`src/rtl/sdram_seq_pkg.sv`:
```
package sdram_seq_pkg;

  // {cs_n, ras_n, cas_n, we_n}
  typedef enum logic [3:0] {
    CMD_NOP = 4'b0111,
    CMD_ACT = 4'b0011,
    CMD_RD  = 4'b0101,
    CMD_WR  = 4'b0100,
    CMD_PRE = 4'b0010
  } cmd_e;

  typedef enum logic [3:0] {
    ST_IDLE,
    ST_ACT_R,
    ST_RCD_R,
    ST_RD,
    ST_RBURST,
    ST_PRE_R,
    ST_GAP,
    ST_ACT_W,
    ST_RCD_W,
    ST_WR,
    ST_WBURST,
    ST_PRE_W,
    ST_TAIL,
    ST_DONE
  } state_e;

endpackage

```
`src/rtl/sdram_elapsed_cnt.sv`:
```
// Cycles since the last load; saturates at all ones (also the reset value).
module sdram_elapsed_cnt #(
  parameter int W = 4
) (
  input  logic         clk_i,
  input  logic         rst_ni,
  input  logic         load_i,
  output logic [W-1:0] cnt_o
);

  always_ff @(posedge clk_i or negedge rst_ni) begin
    if (!rst_ni)            cnt_o <= '1;
    else if (load_i)        cnt_o <= W'(1);
    else if (cnt_o != '1)   cnt_o <= cnt_o + W'(1);
  end

  a_r3_load_restarts: assert property (@(posedge clk_i) disable iff (!rst_ni)
    load_i |=> cnt_o == W'(1));

endmodule

```
`src/rtl/sdram_rd_capture.sv`:
```
module sdram_rd_capture #(
  parameter int DATA_W = 16,
  parameter int BURST  = 4
) (
  input  logic                    clk_i,
  input  logic                    rst_ni,
  input  logic                    go_i,
  input  logic                    cas3_i,
  input  logic [DATA_W-1:0]       dq_i,
  output logic                    busy_o,
  output logic [BURST*DATA_W-1:0] data_o
);

  localparam int PW = $clog2(3 + BURST + 1) + 1;

  logic          active;
  logic [PW-1:0] ph;
  logic [PW-1:0] cl;
  logic [PW-1:0] idx;
  logic          cap;

  assign cl     = cas3_i ? PW'(3) : PW'(2);
  assign cap    = active && (ph >= cl) && (ph < cl + PW'(BURST));
  assign idx    = ph - cl;
  assign busy_o = active;

  // ph equals cycles elapsed since the read command
  always_ff @(posedge clk_i or negedge rst_ni) begin
    if (!rst_ni) begin
      active <= 1'b0;
      ph     <= '0;
      data_o <= '0;
    end else begin
      if (go_i) begin
        active <= 1'b1;
        ph     <= PW'(1);
      end else if (active) begin
        ph <= ph + PW'(1);
        if (cap && idx == PW'(BURST - 1)) active <= 1'b0;
      end
      for (int k = 0; k < BURST; k++)
        if (cap && idx == PW'(k)) data_o[k*DATA_W +: DATA_W] <= dq_i;
    end
  end

  a_r6_ends_on_last_word: assert property (@(posedge clk_i) disable iff (!rst_ni)
    $fell(busy_o) |-> ($past(cap) && $past(idx) == PW'(BURST - 1)));

  a_r6_go_starts_window: assert property (@(posedge clk_i) disable iff (!rst_ni)
    go_i |=> busy_o);

endmodule

```
`src/rtl/sdram_pair_seq.sv`:
```
module sdram_pair_seq
  import sdram_seq_pkg::*;
#(
  parameter int ROW_W  = 13,
  parameter int COL_W  = 9,
  parameter int BANK_W = 2,
  parameter int DATA_W = 16,
  parameter int BURST  = 4,
  parameter int T_RC   = 7,
  parameter int T_RCD  = 2,
  parameter int T_RDL  = 2,
  parameter int T_RP   = 2
) (
  input  logic                    clk_i,
  input  logic                    rst_ni,
  input  logic                    start_i,
  input  logic                    cas3_i,
  input  logic [BANK_W-1:0]       bank_i,
  input  logic [ROW_W-1:0]        rd_row_i,
  input  logic [COL_W-1:0]        rd_col_i,
  input  logic [ROW_W-1:0]        wr_row_i,
  input  logic [COL_W-1:0]        wr_col_i,
  input  logic [BURST*DATA_W-1:0] wr_data_i,
  input  logic [DATA_W-1:0]       dq_i,
  output logic                    done_o,
  output logic [BURST*DATA_W-1:0] rd_data_o,
  output logic                    cke_o,
  output logic                    cs_no,
  output logic                    ras_no,
  output logic                    cas_no,
  output logic                    we_no,
  output logic [BANK_W-1:0]       ba_o,
  output logic [ROW_W-1:0]        addr_o,
  output logic [DATA_W/8-1:0]     dqm_o,
  output logic [DATA_W-1:0]       dq_o,
  output logic                    dq_oe_o
);

  localparam int AP_BIT  = 10;
  localparam int WR_HOLD = BURST - 1 + T_RDL;
  localparam int MAX_A   = (T_RC > T_RCD) ? T_RC : T_RCD;
  localparam int MAX_B   = (WR_HOLD > T_RP) ? WR_HOLD : T_RP;
  localparam int MAX_C   = (MAX_A > MAX_B) ? MAX_A : MAX_B;
  localparam int MAXT    = (MAX_C > BURST) ? MAX_C : BURST;
  localparam int CNT_W   = $clog2(MAXT + 2);

  localparam logic [CNT_W:0] P_ONE   = (CNT_W+1)'(1);
  localparam logic [CNT_W:0] P_RC    = (CNT_W+1)'(T_RC);
  localparam logic [CNT_W:0] P_RCD   = (CNT_W+1)'(T_RCD);
  localparam logic [CNT_W:0] P_RP    = (CNT_W+1)'(T_RP);
  localparam logic [CNT_W:0] P_BURST = (CNT_W+1)'(BURST);
  localparam logic [CNT_W:0] P_HOLD  = (CNT_W+1)'(WR_HOLD);

  state_e state, state_nx;
  cmd_e   cmd;

  logic                    cas3_q;
  logic [BANK_W-1:0]       bank_q;
  logic [ROW_W-1:0]        rd_row_q, wr_row_q;
  logic [COL_W-1:0]        rd_col_q, wr_col_q;
  logic [BURST*DATA_W-1:0] wdata_q;

  logic [CNT_W-1:0] since_act, since_cmd;
  logic [CNT_W:0]   act_nx, cmd_nx;
  logic             rd_busy, rc_ok, ready_pre, ready_gap;

  sdram_elapsed_cnt #(.W(CNT_W)) i_act_cnt (
    .clk_i  (clk_i),
    .rst_ni (rst_ni),
    .load_i (cmd == CMD_ACT),
    .cnt_o  (since_act)
  );

  sdram_elapsed_cnt #(.W(CNT_W)) i_cmd_cnt (
    .clk_i  (clk_i),
    .rst_ni (rst_ni),
    .load_i (cmd != CMD_NOP),
    .cnt_o  (since_cmd)
  );

  sdram_rd_capture #(.DATA_W(DATA_W), .BURST(BURST)) i_rd_cap (
    .clk_i  (clk_i),
    .rst_ni (rst_ni),
    .go_i   (cmd == CMD_RD),
    .cas3_i (cas3_q),
    .dq_i   (dq_i),
    .busy_o (rd_busy),
    .data_o (rd_data_o)
  );

  // elapsed count as it will be in the next cycle
  assign act_nx    = {1'b0, since_act} + P_ONE;
  assign cmd_nx    = {1'b0, since_cmd} + P_ONE;
  assign rc_ok     = act_nx >= P_RC;
  assign ready_pre = (T_RP <= 1) && rc_ok && !rd_busy;
  assign ready_gap = (cmd_nx >= P_RP) && rc_ok && !rd_busy;

  always_ff @(posedge clk_i or negedge rst_ni) begin
    if (!rst_ni) begin
      state    <= ST_IDLE;
      cas3_q   <= 1'b0;
      bank_q   <= '0;
      rd_row_q <= '0;
      wr_row_q <= '0;
      rd_col_q <= '0;
      wr_col_q <= '0;
      wdata_q  <= '0;
    end else begin
      state <= state_nx;
      if (state == ST_IDLE && start_i) begin
        cas3_q   <= cas3_i;
        bank_q   <= bank_i;
        rd_row_q <= rd_row_i;
        wr_row_q <= wr_row_i;
        rd_col_q <= rd_col_i;
        wr_col_q <= wr_col_i;
        wdata_q  <= wr_data_i;
      end
    end
  end

  always_comb begin
    state_nx = state;
    unique case (state)
      ST_IDLE:   if (start_i) state_nx = ST_ACT_R;
      ST_ACT_R:  state_nx = (T_RCD <= 1) ? ST_RD : ST_RCD_R;
      ST_RCD_R:  if (act_nx >= P_RCD) state_nx = ST_RD;
      ST_RD:     state_nx = (BURST <= 1) ? ST_PRE_R : ST_RBURST;
      ST_RBURST: if (cmd_nx >= P_BURST) state_nx = ST_PRE_R;
      ST_PRE_R:  state_nx = ready_pre ? ST_ACT_W : ST_GAP;
      ST_GAP:    if (ready_gap) state_nx = ST_ACT_W;
      ST_ACT_W:  state_nx = (T_RCD <= 1) ? ST_WR : ST_RCD_W;
      ST_RCD_W:  if (act_nx >= P_RCD) state_nx = ST_WR;
      ST_WR:     state_nx = (WR_HOLD <= 1) ? ST_PRE_W : ST_WBURST;
      ST_WBURST: if (cmd_nx >= P_HOLD) state_nx = ST_PRE_W;
      ST_PRE_W:  state_nx = ready_pre ? ST_DONE : ST_TAIL;
      ST_TAIL:   if (ready_gap) state_nx = ST_DONE;
      ST_DONE:   state_nx = ST_IDLE;
      default:   state_nx = ST_IDLE;
    endcase
  end

  always_comb begin
    cmd    = CMD_NOP;
    addr_o = '0;
    unique case (state)
      ST_ACT_R: begin cmd = CMD_ACT; addr_o = rd_row_q; end
      ST_ACT_W: begin cmd = CMD_ACT; addr_o = wr_row_q; end
      ST_RD: begin
        cmd                 = CMD_RD;
        addr_o[COL_W-1:0]   = rd_col_q;
        addr_o[AP_BIT]      = 1'b0;  // explicit precharge follows
      end
      ST_WR: begin
        cmd                 = CMD_WR;
        addr_o[COL_W-1:0]   = wr_col_q;
        addr_o[AP_BIT]      = 1'b0;
      end
      ST_PRE_R, ST_PRE_W: begin
        cmd            = CMD_PRE;
        addr_o[AP_BIT] = 1'b0;       // addressed bank only
      end
      default: ;
    endcase
  end

  always_comb begin
    dq_o = '0;
    for (int k = 0; k < BURST; k++)
      if ((state == ST_WR && k == 0) ||
          (state == ST_WBURST && since_cmd == CNT_W'(k)))
        dq_o = wdata_q[k*DATA_W +: DATA_W];
  end

  assign dq_oe_o = (state == ST_WR) ||
                   (state == ST_WBURST && {1'b0, since_cmd} < P_BURST);

  assign {cs_no, ras_no, cas_no, we_no} = cmd;
  assign cke_o  = 1'b1;
  assign dqm_o  = '0;
  assign ba_o   = bank_q;
  assign done_o = (state == ST_DONE);

  a_r3_col_after_rcd: assert property (@(posedge clk_i) disable iff (!rst_ni)
    (cmd == CMD_RD || cmd == CMD_WR) |-> ({1'b0, since_act} >= P_RCD));

  a_r5_act_spacing: assert property (@(posedge clk_i) disable iff (!rst_ni)
    (cmd == CMD_ACT) |-> ({1'b0, since_act} >= P_RC));

  a_r5_no_act_while_reading: assert property (@(posedge clk_i) disable iff (!rst_ni)
    (cmd == CMD_ACT) |-> !rd_busy);

  a_r8_wr_recovery: assert property (@(posedge clk_i) disable iff (!rst_ni)
    (cmd == CMD_PRE && state == ST_PRE_W) |-> ({1'b0, since_cmd} >= P_HOLD));

  a_r7_oe_opens_on_write: assert property (@(posedge clk_i) disable iff (!rst_ni)
    $rose(dq_oe_o) |-> (cmd == CMD_WR));

  a_r10_done_pulse: assert property (@(posedge clk_i) disable iff (!rst_ni)
    done_o |=> !done_o);

  a_r11_hold_config: assert property (@(posedge clk_i) disable iff (!rst_ni)
    (state != ST_IDLE) |=> $stable(bank_q));

endmodule

```
`config.mk`:
```
export PLATFORM = sky130hd
export DESIGN_NAME = sdram_pair_seq
export DESIGN_NICKNAME = d
export VERILOG_FILES = /design/src/rtl/sdram_seq_pkg.sv /design/src/rtl/sdram_elapsed_cnt.sv /design/src/rtl/sdram_rd_capture.sv /design/src/rtl/sdram_pair_seq.sv
export SDC_FILE = /design/constraint.sdc
export NUM_CORES = 1
export LEC_CHECK = 0
export BUFFER_PORTS_ARGS = -buffer_cell sky130_fd_sc_hd__buf_2
export CAP_MARGIN = 40
export CORE_MARGIN = 2
export CORE_UTILIZATION = 53
export CTS_CLUSTER_SIZE = 20
export DETAILED_ROUTE_END_ITERATION = 12
export GPL_TIMING_DRIVEN = 0
export PLACE_DENSITY = 0.86
export SYNTH_ARGS = -nofsm -noshare
export SYNTH_HDL_FRONTEND = slang
export SYNTH_SLANG_ARGS = --single-unit
```
`constraint.sdc`:
```
create_clock -name clk_i -period 2.7 [get_ports clk_i]
set_clock_uncertainty 0.15 [all_clocks]
set_input_delay 0.135 -clock clk_i [delete_from_list [all_inputs] [get_ports clk_i]]
set_output_delay 0.135 -clock clk_i [all_outputs]
set_load 0.01 [all_outputs]
```
Word level (Yosys, flattened, before mapping)
Index checks and enable logic that the tools add are counted.
Widths: inputs -> output; s select.

operators by class
  add/subtract/negate cells = 7
  multiply operators = 0
  divide/modulo/power cells = 0
  magnitude comparators = 8
  equality and inequality tests = 31
  shift operators = 0
  muxes and demuxes = 27
  bitwise logic cells = 0
  reduce and logical (&&, ||, !) cells = 26

operator list
  kind                 count
  $mux 16              4
  $mux 4               13
  $pmux 4 s13          1
  $pmux 9 s4           1
  $eq 4x2->1 const B   7
  $eq 4x4->1 const B   6
  $eq 4x3->1 const B   5
  $ge 5x3->1 const B   3
  $logic_and 1x1->1    14
  $ne 2x2->1 const B   7
  $add 4x1->4 const B  3
  $eq 4x1->1 const B   3
  $logic_not 4->1      3
  $pmux 3 s4           1
  $add 4x1->5 const B  2
  $ge 5x2->1 const B   2
  $ne 4x4->1 const B   2
  $reduce_and 7->1     1
  $reduce_bool 2->1    3
  $add 4x3->4 const B  1
  $ge 4x4->1           1
  $lt 4x3->1 const B   1
  $lt 4x4->1           1
  $mux 1               4
  other kinds (7)      10

storage, ports and cells
  flip-flop bits (word level) = 192
  latch bits = 0
  bits in writable memories = 0
  ROM bits = 0
  output and inout port bits = 104
  memories kept = 0

Longest topological paths before layout
  depth after elaboration = 8
  depth in mapped cells = 9
  mapped depth without buffers = 8

By module
A second synthesis with hierarchy kept.

second synthesis, totals
  cell total of the unflattened synthesis = 652
  area, all modules = 9193.8 um2

by module, submodules not included
  module             instances  cells an instance  area an instance (um2)  sequential area each (um2)
  sdram_pair_seq     1          449                5908.2                  2877.8
  sdram_rd_capture   1          165                2835.2                  1726.7
  sdram_elapsed_cnt  2          19                 225.2                   105.1

Worst setup path after synthesis
No wires, ideal clock.

  path type = reg2reg
  start point = reg i_rd_cap.ph[0]
  end point = reg i_rd_cap.data_o[21]
  library setup time = 125 ps
  arrival time = 2051 ps
  required time = 2425 ps
  slack = 374 ps
  cell stages (with the launch flop) = 10
  buffers on the path = 1
  clock period less this slack = 2326 ps
  cells stage by stage = dfrtp_1 > inv_1 > ha_1 > inv_1 > ha_1 > nand2b_4 > a21oi_4 > nor3b_4 > buf_8 > mux2_2

between the ends
  word-level cells in the longest chain between the ends = 4

RTL lines
  what                                                 RTL line                source
  start, declared                                      sdram_rd_capture.sv:17  logic [PW-1:0] ph;
  start signal, assigned                               sdram_rd_capture.sv:38  ph <= ph + PW'(1);
  branches (longest 3 deep; another with $sub 4x4->4)  n/a
  $logic_and 1x1->1 (*)                                sdram_rd_capture.sv:42  if (cap && idx == PW'(k)) data_o[k*DATA_W +: DATA_W] <= dq_i;
  end signal, assigned by index                        sdram_rd_capture.sv:42
  end, declared                                        sdram_rd_capture.sv:11  output logic [BURST*DATA_W-1:0] data_o

Mark *: on every way between the ends.
A chain may end at the register's enable or synchronous reset.

Worst setup path in the final report
  start point = reg i_cmd_cnt.cnt_o[0]
  end point = out dq_o[10]

between the ends
  word-level cells in the longest chain between the ends = 7

RTL lines
  what                    RTL line                 source
  start, declared         sdram_elapsed_cnt.sv:8   output logic [W-1:0] cnt_o
  start signal, assigned  sdram_elapsed_cnt.sv:14  else if (cnt_o != '1) cnt_o <= cnt_o + W'(1);
  $logic_not 4->1         sdram_pair_seq.sv:171    (state == ST_WBURST && since_cmd == CNT_W'(k)))
  $logic_and 1x1->1       sdram_pair_seq.sv:171
  $logic_or 1x1->1        sdram_pair_seq.sv:170    if ((state == ST_WR && k == 0) ||
  $mux 16 (3 in a row)    sdram_pair_seq.sv:170
  $mux 16 (*)             sdram_pair_seq.sv:170
  end, declared           sdram_pair_seq.sv:35     output logic [DATA_W-1:0] dq_o,

Mark *: on every way between the ends. The rest lies on a longest branch, timed or not.

==> reports/results.ini <==
[floorplan]
ioPinCount=234
die_x_um=130.7
fp.dieArea_um2=17080
start_util_pct=53.93
rows=46
die_h_um=130.7
coreArea_um2=15770

[setup_path]
critPathMaxFanout=10
path_class=flip-flop to primary output
reg2reg_slack_ps=230
crit_path_start=i_cmd_cnt.cnt_o[0]$_DFFE_PN1P_
crit_arrival_ps=2550
reg2regPathDepth=9
setup.worst_path.end=dq_o[10]
r2r_start=i_rd_cap.ph[0]$_DFFE_PN0P_
setup.worst_path.end_class=primary output
start_kind=flip-flop
cp_data_required_time_ps=2410
r2r_end=i_rd_cap.data_o[11]$_DFFE_PN0P_

[clock_network]
cts_buffers=17
clk_pin_slew_ps=60
clkLatencyLatePin_ps=430
cts_root_buffer=clkbuf_16
cts_buffer_depth=2
htree_num_levels=4
clkSinkCount=192
cts_tree=built

[power_and_ir_drop]
p_total_mw=13.62
clkPwrFrac_pct=17.6
p_leak_nw=5.635
seq_power_share_pct=39.5
vdd_ir_drop_max_mv=0.8625
p_sw_mw=5.017
switching_share_pct=36.83
p_int_mw=8.603
combPwrFrac_pct=42.9
p_per_area_nw_per_um2=1138

[sta]
period_share_pct=104.9
clock.fmax_mhz=353.2
hold_violations=0
fin_tns_setup_ps=-131.1
fin_ws_ps=-131.1
hold_ws_ps=39.86
finalSetupViolations=1
worst_pin_slew_ps=953.3
maxSlewHeadroom_pct=36.45
slew_violations=0
period_needed_ps=2831

[grt]
grtUsageTotal_pct=30.64
antenna_found_initial=3
overflow=0
grt_max_degree=123
grt_pass1_vias=7412
grt_pass1_wl_um=39480

[synthesis]
netlist_area_um2=8504
yosysWarnings=0
seq_area_frac_synth_pct=56.61
ys_ff_latch=192
synth.distinct_cells=51
async_flop_share_pct=100.0
synth_edf_count=0
syn_avg_cell_area_um2=13.59
synthCells=626
synth_ff_type=dfrtp_1

[route]
drtPass1Iterations=5
post_drt_wl_per_cell_um=21.35
vias_per_cell=5.720
antenna_left=0
vias=7081
drt-total-wl_um=26430
drc_errors=0
first_iter_violations=613

[finish]
final_cell_area_um2=11970
final_cells=1238
synthToLayoutAreaGrowth_pct=40.71
drive_gt1_share_pct=50.15
fill_cells=957
final_nets=1146

[run_status]
status=complete, but fails checks
violations=negative setup slack

[flow_run]
max_cap_violations=0

[placed_design]
hpwl_um=14540
placed_cells=1074
place_congestion=0.8298
place_area_um2=9966
io_buffers=229

[hold_path]
min_path_type=primary input to flip-flop
hold_start=start_i

## state kept, by name, indices dropped and copies added (netlist names)
register         flops
i_rd_cap.data_o     64
wdata_q             64
rd_row_q            13
wr_row_q            13
rd_col_q             9
wr_col_q             9
i_act_cnt.cnt_o      4
i_cmd_cnt.cnt_o      4
i_rd_cap.ph          4
state                4
ba_o                 2
cas3_q               1
i_rd_cap.busy_o      1
## power by group through the flow
| stage | clock network [mW] | logic (mW) | registers [mW] |
|---|---|---|---|
| 2_1_floorplan | 0 | 3.47 | 5.31 |
| 3_3_place_gp | 0 | 5.08 | 5.18 |
| 3_5_place_dp | 0 | 5.27 | 5.26 |
| 4_1_cts | 2.39 | 5.50 | 5.24 |
| 5_1_grt | 2.54 | 6.26 | 5.53 |
| 6_report | 2.39 | 5.84 | 5.39 |
## per-stage QoR
| step | util [%] | setup WS (ps) |
|---|---|---|
| 6_report | 75.88 | -131.1 |
| 5_1_grt | 75.85 | -132.7 |
| 4_1_cts | 75.06 | 9.610 |
| 3_5_place_dp | 63.19 | -19.09 |
| 3_3_place_gp | 62.96 | -1746 |
| 2_1_floorplan | - | 374.2 |
## routing by layer
layer / vias to the layer above / global-route usage [%] / part of all wire [%]
met3: 93 / 9.731 / 8.3
met2: 417 / 52.85 / 51
li1: 3044 / - / -
met4: 2 / 13.64 / 4.2
met1: 3525 / 35.11 / 36
met5: - / 0 / 0.042
## Yosys cell counts (all sizes together) (2+ instances only)
cell	n	area share [%]
dfrtp	184	54
mux2	175	23
buf	32	2.1
a21oi	19	1.3
a21o	18	1.6
a22oi	18	1.6
nand2	17	0.75
a32oi	16	1.6
nor2	16	0.71
o22ai	15	1.1
clkbuf	12	0.53
ha	10	1.5
dfstp	8	2.5
nand2b	8	0.68
o21ai	8	0.47
xnor2	7	0.72
inv	6	0.26
nand3	6	0.41
a22o	5	0.51
nor3	5	0.35
nand3b	4	0.44
nor2b	4	0.29
a31oi	3	0.22
and2	3	0.22
mux2i	3	0.35
or2	3	0.22
a2111oi	2	0.21
conb	2	0.088
nor3b	2	0.31
xor2	2	0.21
## cell families after synthesis
group / after synthesis / share of synthesized area, %
DFF: 192 / 56.61
muxes: 178 / 23.53
AOI/OAI and AO/OA: 108 / 8.989
and+or+nand+nor: 76 / 5.429
buffers and inverters: 51 / 2.957
adders and majority gates: 10 / 1.471
xor gates and xnor gates: 9 / 0.9269
other: 2 / 0.08831
## cell usage in the layout (no fill, tap or decap), drive strengths merged, types with 4 or more instances in the layout
cell / netlist / layout
a22oi: 18 / 18
buf: 32 / 267
o21ai: 8 / 8
ha: 10 / 10
xnor2: 7 / 7
nor3: 5 / 5
inv: 6 / 9
nand2b: 8 / 8
a21oi: 19 / 19
clkinv: 1 / 6
clkbuf: 12 / 28
nand3: 6 / 6
nand3b: 4 / 4
dfrtp: 184 / 184
nor2b: 4 / 4
mux2: 175 / 175
dlygate4sd3: 0 / 128
a32oi: 16 / 16
nor2: 16 / 16
nand2: 17 / 17
dfstp: 8 / 8
o22ai: 15 / 15
conb: 2 / 4
a21o: 18 / 18
clkinvlp: 0 / 4
a22o: 5 / 5
## how the worst min path moves through the flow
stage | slack, ps | to | cells after the start
floorplan | -310 | ba_o[0]$_DFFE_PN0P_ | 0
global placement | 220 | ba_o[0]$_DFFE_PN0P_ | 2
global route | 20 | state[0]$_DFFE_PN0P_ | 3
detailed placement | 150 | wdata_q[48]$_DFFE_PN0P_ | 1
CTS | 20 | state[0]$_DFFE_PN0P_ | 3
finish | 40 | state[0]$_DFFE_PN0P_ | 3
## area by class of cell
| cell class | count | area (um^2) | area share, % |
|---|---|---|---|
| plain buffers | 40 | 247.7 | 2.070 |
| repair buffers | 363 | 2502 | 20.91 |
| flip-flops and latches | 192 | 4815 | 40.23 |
| diodes | 3 | 7.507 | 0.06274 |
| inverters | 7 | 31.28 | 0.2614 |
| clock inverters | 12 | 106.4 | 0.8887 |
| multi-input cells | 385 | 3540 | 29.58 |
| well taps | 216 | 270.3 | 2.258 |
| clock buffers | 20 | 446.7 | 3.733 |
## worst max-delay path: stages (launching register included)
cell	delay (ps)
dfstp_2	560
ha_2	310
clkbuf_1	410
a21o_1	300
a32oi_2	150
a21oi_2	210
buf_2	170
## timing repair
action / 4_1_cts / 5_1_grt
resized for setup: 14 / 34
pin swaps: 0 / 3
endpoints found under the setup margin: 21 / 31
buffers inserted: 0 / 5
endpoints found under the hold margin: 296 / 0
hold buffers: 128 / 0
(Power assumes the default switching activity.)
